[config.mk]
export PLATFORM = sky130hd
export DESIGN_NAME = iq_frame_packer
export DESIGN_NICKNAME = d
export VERILOG_FILES = /design/src/rtl/iq_frame_packer.sv
export SDC_FILE = /design/constraint.sdc
export NUM_CORES = 1
export LEC_CHECK = 0
export ABC_AREA = 0
export BUFFER_PORTS_ARGS = -buffer_cell sky130_fd_sc_hd__buf_2
export CORE_MARGIN = 4
export CORE_UTILIZATION = 25
export CTS_CLUSTER_SIZE = 30
export DETAILED_ROUTE_END_ITERATION = 6
export MAX_ROUTING_LAYER = met4
export PLACE_DENSITY_LB_ADDON = 0.25
export SETUP_SLACK_MARGIN = 0.5
export SYNTH_ARGS = -nofsm -noshare
export SYNTH_HDL_FRONTEND = slang
export SYNTH_SLANG_ARGS = --single-unit
[constraint.sdc]
create_clock -name clk -period 2.8 [get_ports clk]
set_clock_uncertainty 0.2 [all_clocks]
set_input_delay 0 -clock clk [delete_from_list [all_inputs] [get_ports clk]]
set_output_delay 0 -clock clk [all_outputs]
set_load 0.02 [all_outputs]
[src/rtl/iq_frame_packer.sv]
module iq_frame_packer #(
  parameter int NUM_RX      = 2,
  parameter int FRAME_BYTES = 512
) (
  input  logic                   clk,
  input  logic                   rst_n,
  input  logic [24*NUM_RX-1:0]   rx_i,
  input  logic [24*NUM_RX-1:0]   rx_q,
  input  logic [NUM_RX-1:0]      rx_valid,
  input  logic [15:0]            aud_sample,
  input  logic                   aud_valid,
  input  logic [39:0]            ctrl_bytes,
  output logic [7:0]             out_data,
  output logic                   out_valid,
  input  logic                   out_ready,
  output logic                   overflow
);

  localparam int HDR  = 8;
  localparam int GRP  = 6 * NUM_RX + 2;
  localparam int NGRP = (FRAME_BYTES - HDR) / GRP;
  localparam int GEND = HDR + NGRP * GRP;
  localparam int PW   = $clog2(FRAME_BYTES);
  localparam int GW   = $clog2(GRP);
  localparam int SW   = GRP * 8;
  localparam logic [7:0] SYNC = 8'h7F;

  logic [PW-1:0] pos;
  logic [GW-1:0] gidx;
  logic [SW-1:0] shreg, grp_word;
  logic          buf_full;
  logic [39:0]   ctrl_q;
  logic [63:0]   hdr_word;

  wire in_hdr   = {1'b0, pos} < (PW+1)'(HDR);
  wire in_grp   = !in_hdr && ({1'b0, pos} < (PW+1)'(GEND));
  wire fire     = out_valid && out_ready;
  wire grp_done = fire && in_grp && (gidx == GW'(GRP - 1));
  wire all_v    = (&rx_valid) && aud_valid;
  wire load     = all_v && (!buf_full || grp_done);

  genvar r;
  generate
    for (r = 0; r < NUM_RX; r++) begin : g_pack
      assign grp_word[SW-1-48*r -: 48] = {rx_i[24*r +: 24], rx_q[24*r +: 24]};
    end
  endgenerate
  assign grp_word[15:0] = aud_sample;

  assign hdr_word  = {SYNC, SYNC, SYNC, ctrl_q} >> {3'd7 - pos[2:0], 3'b000};
  assign out_data  = in_hdr ? hdr_word[7:0] : in_grp ? shreg[SW-1 -: 8] : 8'h00;
  assign out_valid = !in_grp || buf_full;

  always_ff @(posedge clk or negedge rst_n) begin
    if (!rst_n) begin
      pos      <= '0;
      gidx     <= '0;
      shreg    <= '0;
      buf_full <= 1'b0;
      ctrl_q   <= '0;
      overflow <= 1'b0;
    end else begin
      overflow <= all_v && !load;
      if (fire) begin
        pos <= (pos == PW'(FRAME_BYTES - 1)) ? '0 : pos + 1'b1;
        if (pos == '0) ctrl_q <= ctrl_bytes;
        if (in_grp) begin
          gidx  <= grp_done ? '0 : gidx + 1'b1;
          shreg <= shreg << 8;
        end
      end
      if (load) begin
        shreg    <= grp_word;
        buf_full <= 1'b1;
      end else if (grp_done) begin
        buf_full <= 1'b0;
      end
    end
  end

  AST_STALL_HOLD: assert property (@(posedge clk) disable iff (!rst_n)
    out_valid && !out_ready |=> out_valid && $stable(out_data));

  AST_FRAME_WRAP: assert property (@(posedge clk) disable iff (!rst_n)
    fire && pos == PW'(FRAME_BYTES - 1) |=> out_valid && out_data == SYNC);

  AST_FULL_SET_ONLY: assert property (@(posedge clk) disable iff (!rst_n)
    !buf_full ##1 buf_full |-> $past(all_v));

  AST_NO_OVERFLOW: assert property (@(posedge clk) disable iff (!rst_n)
    overflow |-> $past(buf_full) && $past(all_v));

endmodule

* After elaboration in Yosys (flattened, before gate mapping)
Index checks and enable logic that the tools add are counted.
** Word-level totals
- Flip-flop bits (word level) :: 167
- Input port bits :: 158
- Output and inout bits :: 10
- Word-level logic and storage cells :: 41
** Cells by class
- $add $sub $neg :: 3
- Magnitude comparators :: 1
- Eq/ne operators :: 3
- Shift-type cells :: 1
- Mux-type cells :: 8
- Bitwise logic cells :: 1
- Reductions and logical operators :: 18
** Operators with widths (number)
- 112-bit 2-to-1 mux :: 3
- 63-bit by 6-bit right shift with 8-bit output :: 1
- 9-bit by 1-bit adder with 9-bit output, second input constant :: 1
- 9-bit == test, second input constant :: 1
- 9-bit logical NOT :: 1
- 9-bit by 4-bit less-than comparator with 1-bit output, second input constant :: 1
- 9-bit 2-to-1 mux :: 1
- 8-bit 2-to-1 mux :: 1
- 2-bit AND reduction :: 4
- 1-bit logical AND :: 6
- 4-bit by 1-bit adder with 4-bit output, second input constant :: 1
- 4-bit == test, second input constant :: 1
- 4-bit 2-to-1 mux :: 1
- 2-bit nonzero test :: 2
- 1-bit logical NOT :: 3
- 3-bit subtractor, first input constant :: 1
- 1-bit logical OR :: 2
- 1-bit 2-to-1 mux :: 2
- 2-bit by 1-bit != test with 1-bit output, second input constant :: 1
- 1-bit inverter :: 1

* Logic depth before layout (Yosys ltp)
Gate-level depths: netlist (run 1).
- Word-level depth :: 9
- Mapped depth :: 8
- Mapped depth without buffers :: 7

* Worst setup path before layout (run 1)
OpenSTA, ideal clock, no wires.
- Path kind :: flip-flop to flip-flop
- Start :: register pos[7]
- End :: register shreg[106]
- Library setup time :: 127 ps
- Arrival time :: 1965 ps
- Data required time :: 2473 ps
- Path slack :: 508 ps
- Cell stages (with the launch flop) :: 6
- Period minus slack after synthesis :: 2292 ps
- Cell sequence :: dfrtp_1 > or4_4 > o21ai_2 > buf_2 > mux2_2 > mux2_1
** Between the ends
- Cells in the longest elaborated chain, start to end :: 9
- Elaborated cells on any way between the ends :: 12
- Those cells by class :: order compare: 1; eq/ne: 1; mux: 1; reduce/logical: 9
** RTL lines
- start, declared :: line 28 : logic [PW-1:0] pos;
- start signal, assigned :: line 65 : pos <= (pos == PW'(FRAME_BYTES - 1)) ? '0 : pos + 1'b1;
- 9-bit by 4-bit less-than comparator with 1-bit output * :: line 35 : wire in_hdr = {1'b0, pos} < (PW+1)'(HDR);
- 1-bit logical OR :: line 52 : assign out_valid = !in_grp || buf_full;
- 1-bit logical AND :: line 37 : wire fire = out_valid && out_ready;
- 1-bit logical AND (2 in a row) :: line 38 : wire grp_done = fire && in_grp && (gidx == GW'(GRP - 1));
- 1-bit logical OR :: line 40 : wire load = all_v && (!buf_full || grp_done);
- 1-bit logical AND :: line 40
- 2-bit by 1-bit != test with 1-bit output (no source line) / 2-bit nonzero test (equally long branches)
- 2-bit AND reduction (no source line)
- end signal, assigned :: line 69 : shreg <= shreg << 8;
- end signal, assigned :: line 73 : shreg <= grp_word;
- end, declared :: line 30 : logic [SW-1:0] shreg, grp_word;
Mark *: on every way between the ends. The rest lies on a longest branch, timed or not.
A chain may end at the register's enable or synchronous reset.

* Final worst setup path (run 1)
- Start :: register pos[5]
- End :: register shreg[108]
Same word-level chain as after synthesis.

==> metrics, run 1 <==
total routed wirelength between 20000 and 25000 um; Critical Path Source Type flip-flop; async set-or-reset flop fraction in the synthesized netlist between 90% and 100%; post-route minimum period roughly 2.3 ns; commonest register cell after synthesis dfrtp_1; total power ~0.010 W; initial cell density of the core 25.24%; setup slack at placement 0.3524 ns; data required time at the worst endpoint 2.91 ns; beginning of the critical path pos[5]$_DFFE_PN0P_; via count of the first global-routing pass 6455; core box area approximately 32000 sq um; post-synthesis average cell area ~14 sq um; post-synth cell types 44; number of buffers created by CTS 17; cells along the critical path or4_4, buf_4, o21ai_4, buf_12, mux2_2, mux2_1; multiplexer area fraction after synthesis 38.49%; largest fanout on the critical path 10; count of vias placed by the detailed router around 6k; transition time at the pin with the least slew margin 0.5329 ns; Critical-path top delay cell or4_4; compound-cell area share of the yosys netlist 2.856%; final std cell area, no fill 12410 sq um; Fin Hold WS between 0.09 and 0.1 ns; syn_nets 744; critical path start-end classification reg2reg; family of cells with the greatest summed delay on the critical path multiplexers; number of fill cells in the layout 3164; detailed-route DRC error count 0; slew margin rel. 64.48%; fraction of synthesized cell area in xor and xnor cells less than 1%; Worst R2R Setup Slack 0.46 ns; Slew Viols, Final 0; number of H-tree levels 4; path category of the worst min-delay check in2reg; top library cells by usage in the layout, fill and taps aside mux2_2, buf_2, dfrtp_1; count of input and output buffers 167; multi-input gate area in the final layout ~3800 sq um; number of antenna violations at the first check in global routing 5; kind of end point of the critical path flip-flop; largest family of logic cells by synthesized area multiplexers; Clock Tree Root clkbuf_16; Total Negative Setup Slacks 0 ns; most common cell after layout, fill and taps aside mux2_2; Synth Warn # 0; outcome complete, no violations; total congestion overflow 0; number of cell rows 66; Placement Cell Area 9594 sq um; overall fraction of global-route tracks in use 12.81%; final hold violations 0; synthesized-area fraction occupied by adder cells 0.7636%; vertical die dimension about 190 um; worst path bufs/invs 2; pin count of the biggest net entering global routing 64; routed length per instance ~17 um; layout cell share with drive strength beyond 1 48.95%; period utilisation layout a little over four fifths; cell count along the critical path 6; TritonCTS clock tree yes; routability congestion estimate about 0.75; count of mapped cells out of synthesis 581; number of nets with antenna violations after routing 0; #FFs+latches synth 167; top-level I/O count ~170; total number of clock tree sinks roughly 170; post-synthesis sequential area ratio between 50% and 60%; clock transition time at the flip-flop clock pins of the worst setup and hold paths 0.07 ns; layout-stage area growth over the synthesis result 51.48%; netlist area before placement 8193 sq um; Largest stage delay, worst path about 0.50 ns; Skew-Pair Late Insertion Delay 0.43 ns; die outline area 35730 sq um; number of enable flip-flop cells after synthesis 0; Pre-antenna DRT Iters 5; area fraction in and, or, nand and nor cells after synthesis under 10%; logic depth of the worst register-to-register path 6; data arrival time of the critical path 2.45 ns; wire length of the first global-routing pass 35120 um; Vias per Instance 4.251; sequential standard cell area 4182 sq um; last element of the critical path shreg[108]$_DFFE_PN0P_; DRC violation total after the first TritonRoute iteration 203; R2R Path Start pos[5]$_DFFE_PN0P_; count of final setup violators 0; post-detail-place hpwl between 10000 and 15000 um; Max Clk Rate 426.5 MHz; Maximum Capacitance Violations 0; leak pwr 6.058 nW; min setup slack post-route 0.4552 ns; Max rail drop VDD 0.3480 mV; post-layout net count 1104; buffer levels on the longest clock path 2; Power Dens Cells about 840 nW/um^2; unrepaired setup endpoints after global routing true; width of the die between 150 and 200 um; destination of the worst register-to-register timing path shreg[108]$_DFFE_PN0P_
[cell type report]
| cell class | count | area share, % |
|---|---|---|
| clock inverter | 13 | 1.260 |
| antenna | 5 | 0.1008 |
| inverter | 14 | 0.4234 |
| multi-input combinational | 366 | 30.79 |
| timing repair buffer | 375 | 25.71 |
| clock buffer | 19 | 3.569 |
| tap | 442 | 4.456 |
| sequential | 167 | 33.69 |
[state kept, by name (all words and copies together), names as in the netlist]
| register | count |
|---|---|
| ctrl_q | 40 |
| shreg | 112 |
| pos | 9 |
| buf_full | 1 |
| gidx | 4 |
| overflow | 1 |
[cell usage after synthesis (2+ instances only)]
master	instances	share of area (%)
mux2_2	172	24
mux2_4	18	3.3
mux2_1	60	8.2
nor3_1	2	0.12
mux2i_1	9	1.1
buf_2	12	0.73
dfrtp_1	167	51
xnor2_1	2	0.21
o21ai_0	14	0.86
xor2_1	2	0.21
buf_8	2	0.37
mux4_2	8	2.2
clkbuf_1	11	0.50
nand3_1	2	0.12
a21oi_1	5	0.31
o22ai_1	7	0.53
nand4_1	2	0.15
nor2_1	5	0.23
and3_1	4	0.31
inv_1	14	0.64
ha_1	5	0.76
a31oi_1	2	0.15
nand2_1	29	1.3
buf_6	7	0.96
[worst min path at each step]
stage | slack (ns) | depth (start not counted) | from | to
4_1_cts | 0.05 | 5 | rx_valid[0] | shreg[110]$_DFFE_PN0P_
3_3_place_gp | -0.20 | 1 | rst_n | shreg[38]$_DFFE_PN0P_
6_report | 0.1 | 5 | rx_valid[0] | shreg[109]$_DFFE_PN0P_
3_5_place_dp | -0.21 | 1 | rst_n | shreg[30]$_DFFE_PN0P_
2_1_floorplan | -0.50 | 0 | rst_n | buf_full$_DFFE_PN0P_
5_1_grt | 0.11 | 3 | rx_i[28] | shreg[44]$_DFFE_PN0P_
[through the flow]
stage          utilization (%)  cells
2_1_floorplan                -    581
3_3_place_gp             29.56   1170
3_5_place_dp             29.56   1170
4_1_cts                  36.80   1372
5_1_grt                  38.24   1401
6_report                 38.24   1401
[repair_timing]
item	CTS	global route
hold buffers	157	0
hold endpoints to repair	330	0
gates resized for setup	7	22
pin swaps	1	2
cloned	1	12
endpoints found under the setup margin	154	122
setup buffers	12	12
[logic make-up (layout without fill, tap and decap cells)]
family / Yosys count / count (layout)
AOI/OAI and AO/OA: 37 / 37
DFF: 167 / 167
and+or+nand+nor: 53 / 53
adders and majority gates: 5 / 5
other: 0 / 5
xor gates and xnor gates: 4 / 4
muxes: 267 / 267
buffers and inverters: 48 / 421
[worst min-delay path, cell delays in order]
cell and delay, ns:
buf_2 0.10, nand3_1 0.15, a21o_4 0.16, clkbuf_16 0.15, mux2_1 0.12
[where the power goes]
part	total (W)	internal, W	leakage (nW)	switching (W)
clock	0.00243	0.00137	0.294	0.00107
sequential	0.00382	0.00328	2.18	0.000540
combinational	0.00412	0.00246	3.58	0.00167
[layer usage]
metal | part of all wire [%] | track usage, % | vias up
li1 | - | - | 2844
met1 | 46 | 16.07 | 2961
met2 | 49 | 21.10 | 122
met3 | 3.2 | 2.397 | 28
met4 | 1.8 | 4.008 | 0
met5 | 0 | - | -
(Power assumes the default switching activity.)
==> inputs of run 2 (changes only) <==
clock period = 1.9 ns   (was 2.8 ns; I/O delays follow)
==> run 2 against run 1 <==
- the run now ends with negative hold slack, negative setup slack left
- non-clock buffer count is 43 higher
- power is 74% higher
- clock-buffer cell count is 2 higher
- register-to-register slack worse by 0.85 ns
- setup slack worse by 0.85 ns
- cell count is 2.9% higher
- clock power is 48% higher
- sequential cell count stayed put
- critical endpoint is now shreg[26]$_DFFE_PN0P_
- largest cell class is now multi-input combinational cells
- largest power group unchanged
- highest routed layer unchanged
==> metrics, run 2 (synthesis gave the netlist of run 1 again) <==
layout-stage area growth over the synthesis result 69.49%; multi-input gate area in the final layout 4601 sq um (+20%); max reg flops 112 (unchanged); die outline area 35730 sq um (unchanged); DRC violation total after the first TritonRoute iteration 219 (+7.9%); slew margin rel. 65.50% (+1.0 points); total power 0.01811 W (+74%); path category of the worst min-delay check in2async; Max rail drop VDD 0.7774 mV (+120%); Skew-Pair Late Insertion Delay 0.44 ns (about the same); Power Dens Cells 1304 nW/um^2 (+56%); count of vias placed by the detailed router 6141 (+3.1%); transition time at the pin with the least slew margin 0.5176 ns (-0.01531 ns); Vias per Instance 4.259 (+0.19%); met2 global-route usage 25.75% (+4.6 points); TritonCTS clock tree yes; initial cell density of the core 25.24% (unchanged); kind of end point of the critical path flip-flop; data required time at the worst endpoint 2.02 ns (-0.89 ns); net switching power of the design 0.005788 W (+77%); total congestion overflow 0 (unchanged); routed length per instance 17.77 um (+6.0%); violated checks negative hold slack, negative setup slack; layer carrying the most global-route usage met2; count of final setup violators 171 (+171); routability congestion estimate 0.7371 (-1.8%); number of buffers created by CTS 17 (unchanged); Post-Place Cells 1209 (+3.3%); buffer levels on the longest clock path 2 (unchanged); logic depth of the worst register-to-register path 6 (unchanged); final std cell area, no fill 13890 sq um (+12%); outcome finished with violations; cell-internal power 0.01232 W (+73%); Largest stage delay, worst path 0.56 ns (+0.06 ns); Slew Viols, Final 0 (unchanged); largest fanout on the critical path 14 (+4); number of fill cells in the layout 2947 (-6.9%); layout cell share with drive strength beyond 1 59.88% (+11 points); via count of the first global-routing pass 6879 (+6.6%); min setup slack post-route -0.3973 ns (-0.8525 ns); Clock Tree Root clkbuf_16; clock network power share 19.9% (-3.5 points); final hold violations 38 (+38); hold buffer count at cts 155 (-1.3%); combinational cell fraction of total power 48.8% (+9.1 points); post-route minimum period 2.297 ns (-0.04754 ns); post-layout net count 1147 (+3.9%); number of nets with antenna violations after routing 0 (unchanged); number of antenna violations at the first check in global routing 3 (-2); Total Negative Setup Slacks -55.98 ns (-55.98 ns); unrepaired setup endpoints after global routing true; final cell count without fillers 1442 (+2.9%); overall fraction of global-route tracks in use 14.70% (+1.9 points); number of cell rows 66 (unchanged); portion of total power attributed to sequential cells 31.4% (-5.4 points); count of input and output buffers 167 (unchanged); Critical Path Source Type flip-flop; Pre-antenna DRT Iters 4 (-1); data arrival time of the critical path 2.42 ns (-0.03 ns); number of H-tree levels 4 (unchanged); cells along the critical path or4_4, o211ai_4, a21o_4, buf_12, buf_16, mux2_1; core box area 32450 sq um (unchanged); global routing met1 resource utilization 17.31% (+1.2 points); switch share 31.96% (+0.43 points); wire length of the first global-routing pass 39300 um (+12%); Reg with most FFs shreg; width of the die 189.0 um (unchanged); vertical die dimension 189.0 um (unchanged); critical path start-end classification reg2reg; Max Clk Rate 435.3 MHz (+2.1%); Maximum Capacitance Violations 0 (unchanged); leak pwr 6.913 nW (+14%); period utilisation layout 120.9% (+37 points); global-route track usage on met3 2.452% (+0.055 points); sequential standard cell area 4180 sq um (about the same); top library cells by usage in the layout, fill and taps aside dfrtp_1, buf_2, dlygate4sd3_1; most common cell after layout, fill and taps aside dfrtp_1; Fin Hold WS -0.1446 ns (-0.2404 ns); total number of clock tree sinks 167 (unchanged); Critical-path top delay cell or4_4; pin count of the biggest net entering global routing 47 (-27%); top-level I/O count 168 (unchanged); Placement Cell Area 10270 sq um (+7.1%); clock transition time at the flip-flop clock pins of the worst setup and hold paths 0.07 ns (about the same); total routed wirelength 25630 um (+9.1%); detailed-route DRC error count 0 (unchanged); post-detail-place hpwl 15570 um (+4.9%); Top Registers shreg: 112 flops, ctrl_q: 40 flops, pos: 9 flops
run 2: cell count changes in the layout (fill, tap and decap cells not counted), moves of 8 or more:
cell	change
o21ai_0	-10
buf_12	+10
o21ai_4	+8
nand2_1	-11
mux2_1	-45
buf_16	+10
buf_4	+11
mux2_4	+122
buf_2	-9
mux2_2	-77
nand2_4	+11
buf_6	+25
run 2: stage by stage:
step | util [%] | setup slack [ns]
after global placement | 31.66 | -0.3965
after detailed placement | 31.66 | -0.4105
after floorplan | - | -0.3274
after global routing | 42.79 | -0.4578
after CTS | 41.47 | -0.4218
final | 42.79 | -0.3973
run 2: final timing paths:
kind                            slack [ns]                 from                     end
worst max-delay path                 -0.40   pos[5]$_DFFE_PN0P_   shreg[26]$_DFFE_PN0P_
worst min-delay path                 -0.14                rst_n  ctrl_q[21]$_DFFE_PN0P_
worst max register to register       -0.40   pos[5]$_DFFE_PN0P_   shreg[26]$_DFFE_PN0P_
worst min register to register        0.29  gidx[3]$_DFFE_PN0P_     gidx[3]$_DFFE_PN0P_
max in group asynchronous             1.01                rst_n   shreg[24]$_DFFE_PN0P_
min in group clk                      0.12             rx_q[29]   shreg[21]$_DFFE_PN0P_
run 2: metal layers:
| metal | wire length, um | vias to the layer above |
|---|---|---|
| met2 | 13290 | 98 |
| met5 | 0 | - |
| met1 | 11180 | 3089 |
| met4 | 563 | 0 |
| met3 | 601 | 30 |
| li1 | - | 2924 |
run 2: worst max-delay path: cells and delay by family (launching register included):
family	cells	cell delay, ns
mux	1	0.33
flops	1	0.38
simple gates	1	0.56
compound gates	2	0.36
buf+inv	2	0.36
run 2: repair_timing:
action | in CTS | in global routing
pin swaps | 18 | 6
setup endpoints to repair | 176 | 176
gates resized for setup | 147 | 54
buffers inserted | 20 | 7
endpoints found under the hold margin | 331 | 38
cloned | 11 | 5
run 2: layout make-up:
cell class	instances	area share (%)
tap	442	3.983
sequential	167	30.10
timing repair buffer	418	28.05
clock buffer	21	3.460
multi-input combinational	366	33.13
clock inverter	11	0.8380
antenna	3	0.05406
inverter	14	0.3784
run 2: power by group through the flow:
| stage | Sequential [W] | Clock, W | Combinational [W] |
|---|---|---|---|
| 6_report | 0.00568 | 0.00360 | 0.00883 |
| 5_1_grt | 0.00584 | 0.00385 | 0.00944 |
| 4_1_cts | 0.00567 | 0.00370 | 0.00833 |
| 3_5_place_dp | 0.00568 | 0 | 0.00645 |
| 3_3_place_gp | 0.00567 | 0 | 0.00636 |
| 2_1_floorplan | 0.00536 | 0 | 0.00476 |
==> inputs of run 3 (changes only) <==
CORE_ASPECT_RATIO = 0.75   (was unset)
CORE_UTILIZATION = 50   (was 25)
==> run 3 against run 2 <==
- the flow still finishes with violations (negative hold slack, negative setup slack)
- setup slack worse by 0.19 ns
- die area decreased by 48%
- global-route usage rose by 13 points
- critical endpoint is now shreg[69]$_DFFE_PN0P_
- largest power group unchanged
==> metrics, run 3 (synthesis gave the netlist of run 1 again) <==
outcome finished with violations; violated checks negative hold slack, negative setup slack; Reg with most FFs shreg; largest fanout on the critical path 15 (+1); total routed wirelength 30460 um (+19%); last element of the critical path shreg[69]$_DFFE_PN0P_; vertical die dimension 118.9 um (-37%); count of vias placed by the detailed router 6930 (+13%); final hold violations 49 (+29%); R2R Path Start pos[7]$_DFFE_PN0P_; transition time at the pin with the least slew margin 0.5518 ns (+0.03422 ns); via count of the first global-routing pass 6959 (+1.2%); total congestion overflow 0 (unchanged); period utilisation layout 131.1% (+10 points); top library cells by usage in the layout, fill and taps aside dfrtp_1, buf_2, dlygate4sd3_1; wire length of the first global-routing pass 38360 um (-2.4%); top-level I/O count 168 (unchanged); number of buffers created by CTS 17 (unchanged); Clock Tree Root clkbuf_16; Vias per Instance 5.780 (+36%); buffer levels on the longest clock path 2 (unchanged); number of cell rows 40 (-39%); routability congestion estimate 0.8623 (+17%); width of the die 155.8 um (-18%); Fin Hold WS -0.1273 ns (+0.01729 ns); DRC violation total after the first TritonRoute iteration 716 (+230%); Power Dens Cells 1409 nW/um^2 (+8.0%); beginning of the critical path pos[7]$_DFFE_PN0P_; Critical Path Source Type flip-flop; data required time at the worst endpoint 2.03 ns (about the same); hold buffer count at cts 155 (unchanged); layout cell share with drive strength beyond 1 60.02% (+0.14 points); kind of end point of the critical path flip-flop; Slew Viols, Final 0 (unchanged); logic depth of the worst register-to-register path 9 (+3); Maximum Capacitance Violations 0 (unchanged); die outline area 18520 sq um (-48%); number of H-tree levels 4 (unchanged); data arrival time of the critical path 2.62 ns (+0.20 ns); count of final setup violators 174 (+1.8%); detailed-route DRC error count 0 (unchanged); final core area utilization 83.44% (+41 points); Max rail drop VDD 0.7260 mV (-6.6%); Post-Place Cells 971 (-20%); most common cell after layout, fill and taps aside dfrtp_1; core box area 16070 sq um (-50%); Skew-Pair Late Insertion Delay 0.44 ns (about the same); post-layout net count 1138 (-0.78%); final cell count without fillers 1199 (-17%); post-route minimum period 2.491 ns (+0.1942 ns); initial cell density of the core 51.00% (+26 points); overall fraction of global-route tracks in use 27.59% (+13 points); Worst R2R Setup Slack -0.59 ns (-0.19 ns); unrepaired setup endpoints after global routing true; Total Negative Setup Slacks -85.59 ns (-29.61 ns); number of nets with antenna violations after routing 0 (unchanged); slew margin rel. 63.22% (-2.3 points); post-detail-place hpwl 14680 um (-5.7%); Top Registers shreg: 112 flops, ctrl_q: 40 flops, pos: 9 flops; leak pwr 6.782 nW (-1.9%); critical path start-end classification reg2reg; path category of the worst min-delay check in2async; count of input and output buffers 167 (unchanged); setup slack at placement -0.4115 ns (-0.001035 ns); routed length per instance 25.41 um (+43%); pin count of the biggest net entering global routing 53 (+13%); layout-stage area growth over the synthesis result 63.62%; clock transition time at the flip-flop clock pins of the worst setup and hold paths 0.07 ns (about the same); max reg flops 112 (unchanged); Pre-antenna DRT Iters 6 (+2); total number of clock tree sinks 167 (unchanged); min setup slack post-route -0.5914 ns (-0.1942 ns); destination of the worst register-to-register timing path shreg[69]$_DFFE_PN0P_; Max Clk Rate 401.4 MHz (-7.8%); number of antenna violations at the first check in global routing 1 (-2); TritonCTS clock tree yes
==> run 3: worst min-delay path by stage <==
stage / startpoint / endpoint / slack (ns)
global route: rst_n / shreg[30]$_DFFE_PN0P_ / -0.08
global placement: rst_n / shreg[38]$_DFFE_PN0P_ / -0.21
finish: rst_n / shreg[30]$_DFFE_PN0P_ / -0.13
detailed placement: rst_n / shreg[44]$_DFFE_PN0P_ / -0.20
floorplan: rst_n / buf_full$_DFFE_PN0P_ / -0.50
CTS: rst_n / shreg[42]$_DFFE_PN0P_ / -0.09
==> run 3: stage by stage <==
stage,cell area [sq um],power (W),hold WS [ns]
after floorplan,8573,0.01012,-0.4956
after global placement,9863,0.01160,-0.2063
after detailed placement,9863,0.01193,-0.2020
after CTS,12400,0.01655,-0.08844
after global routing,13410,0.01948,-0.07608
final,13410,0.01889,-0.1273
==> run 3: worst max-delay path: stages, from the launching register on <==
cell and delay, ns:
dfrtp_1 0.42, buf_6 0.15, nor4_4 0.30, buf_4 0.18, buf_6 0.10, a21oi_4 0.08
buf_12 0.19, clkbuf_16 0.19, mux2_2 0.30, mux2_4 0.27
==> run 3: report_power, final <==
group / leakage [nW] / internal, W / switching, W
combinational: 4.31 / 0.00551 / 0.00384
clock: 0.294 / 0.00213 / 0.00152
sequential: 2.18 / 0.00484 / 0.00104
total: 6.78 / 0.0125 / 0.00641
==> run 3: cell type report <==
| type | count | area [sq um] |
|---|---|---|
| multi-input combinational | 366 | 4547 |
| sequential | 167 | 4179 |
| timing repair buffer | 409 | 3750 |
| fill | 718 | 2660 |
| clock buffer | 24 | 501.7 |
| tap | 210 | 262.8 |
| clock inverter | 8 | 110.1 |
| inverter | 14 | 52.55 |
| antenna | 1 | 2.502 |
==> run 3: what timing repair did <==
item	CTS	global route
buffers inserted	10	13
gates resized for setup	53	144
pin swaps	2	16
endpoints found under the setup margin	176	176
gates cloned	3	14
endpoints found under the hold margin	324	49
==> run 3: layer usage <==
layer	GRT usage, %	wire (um)	up-vias
met5	-	0	-
met1	35.40	12140	3478
met4	11.04	1593	0
met2	43.25	14700	402
met3	5.630	2032	149
li1	-	-	2901
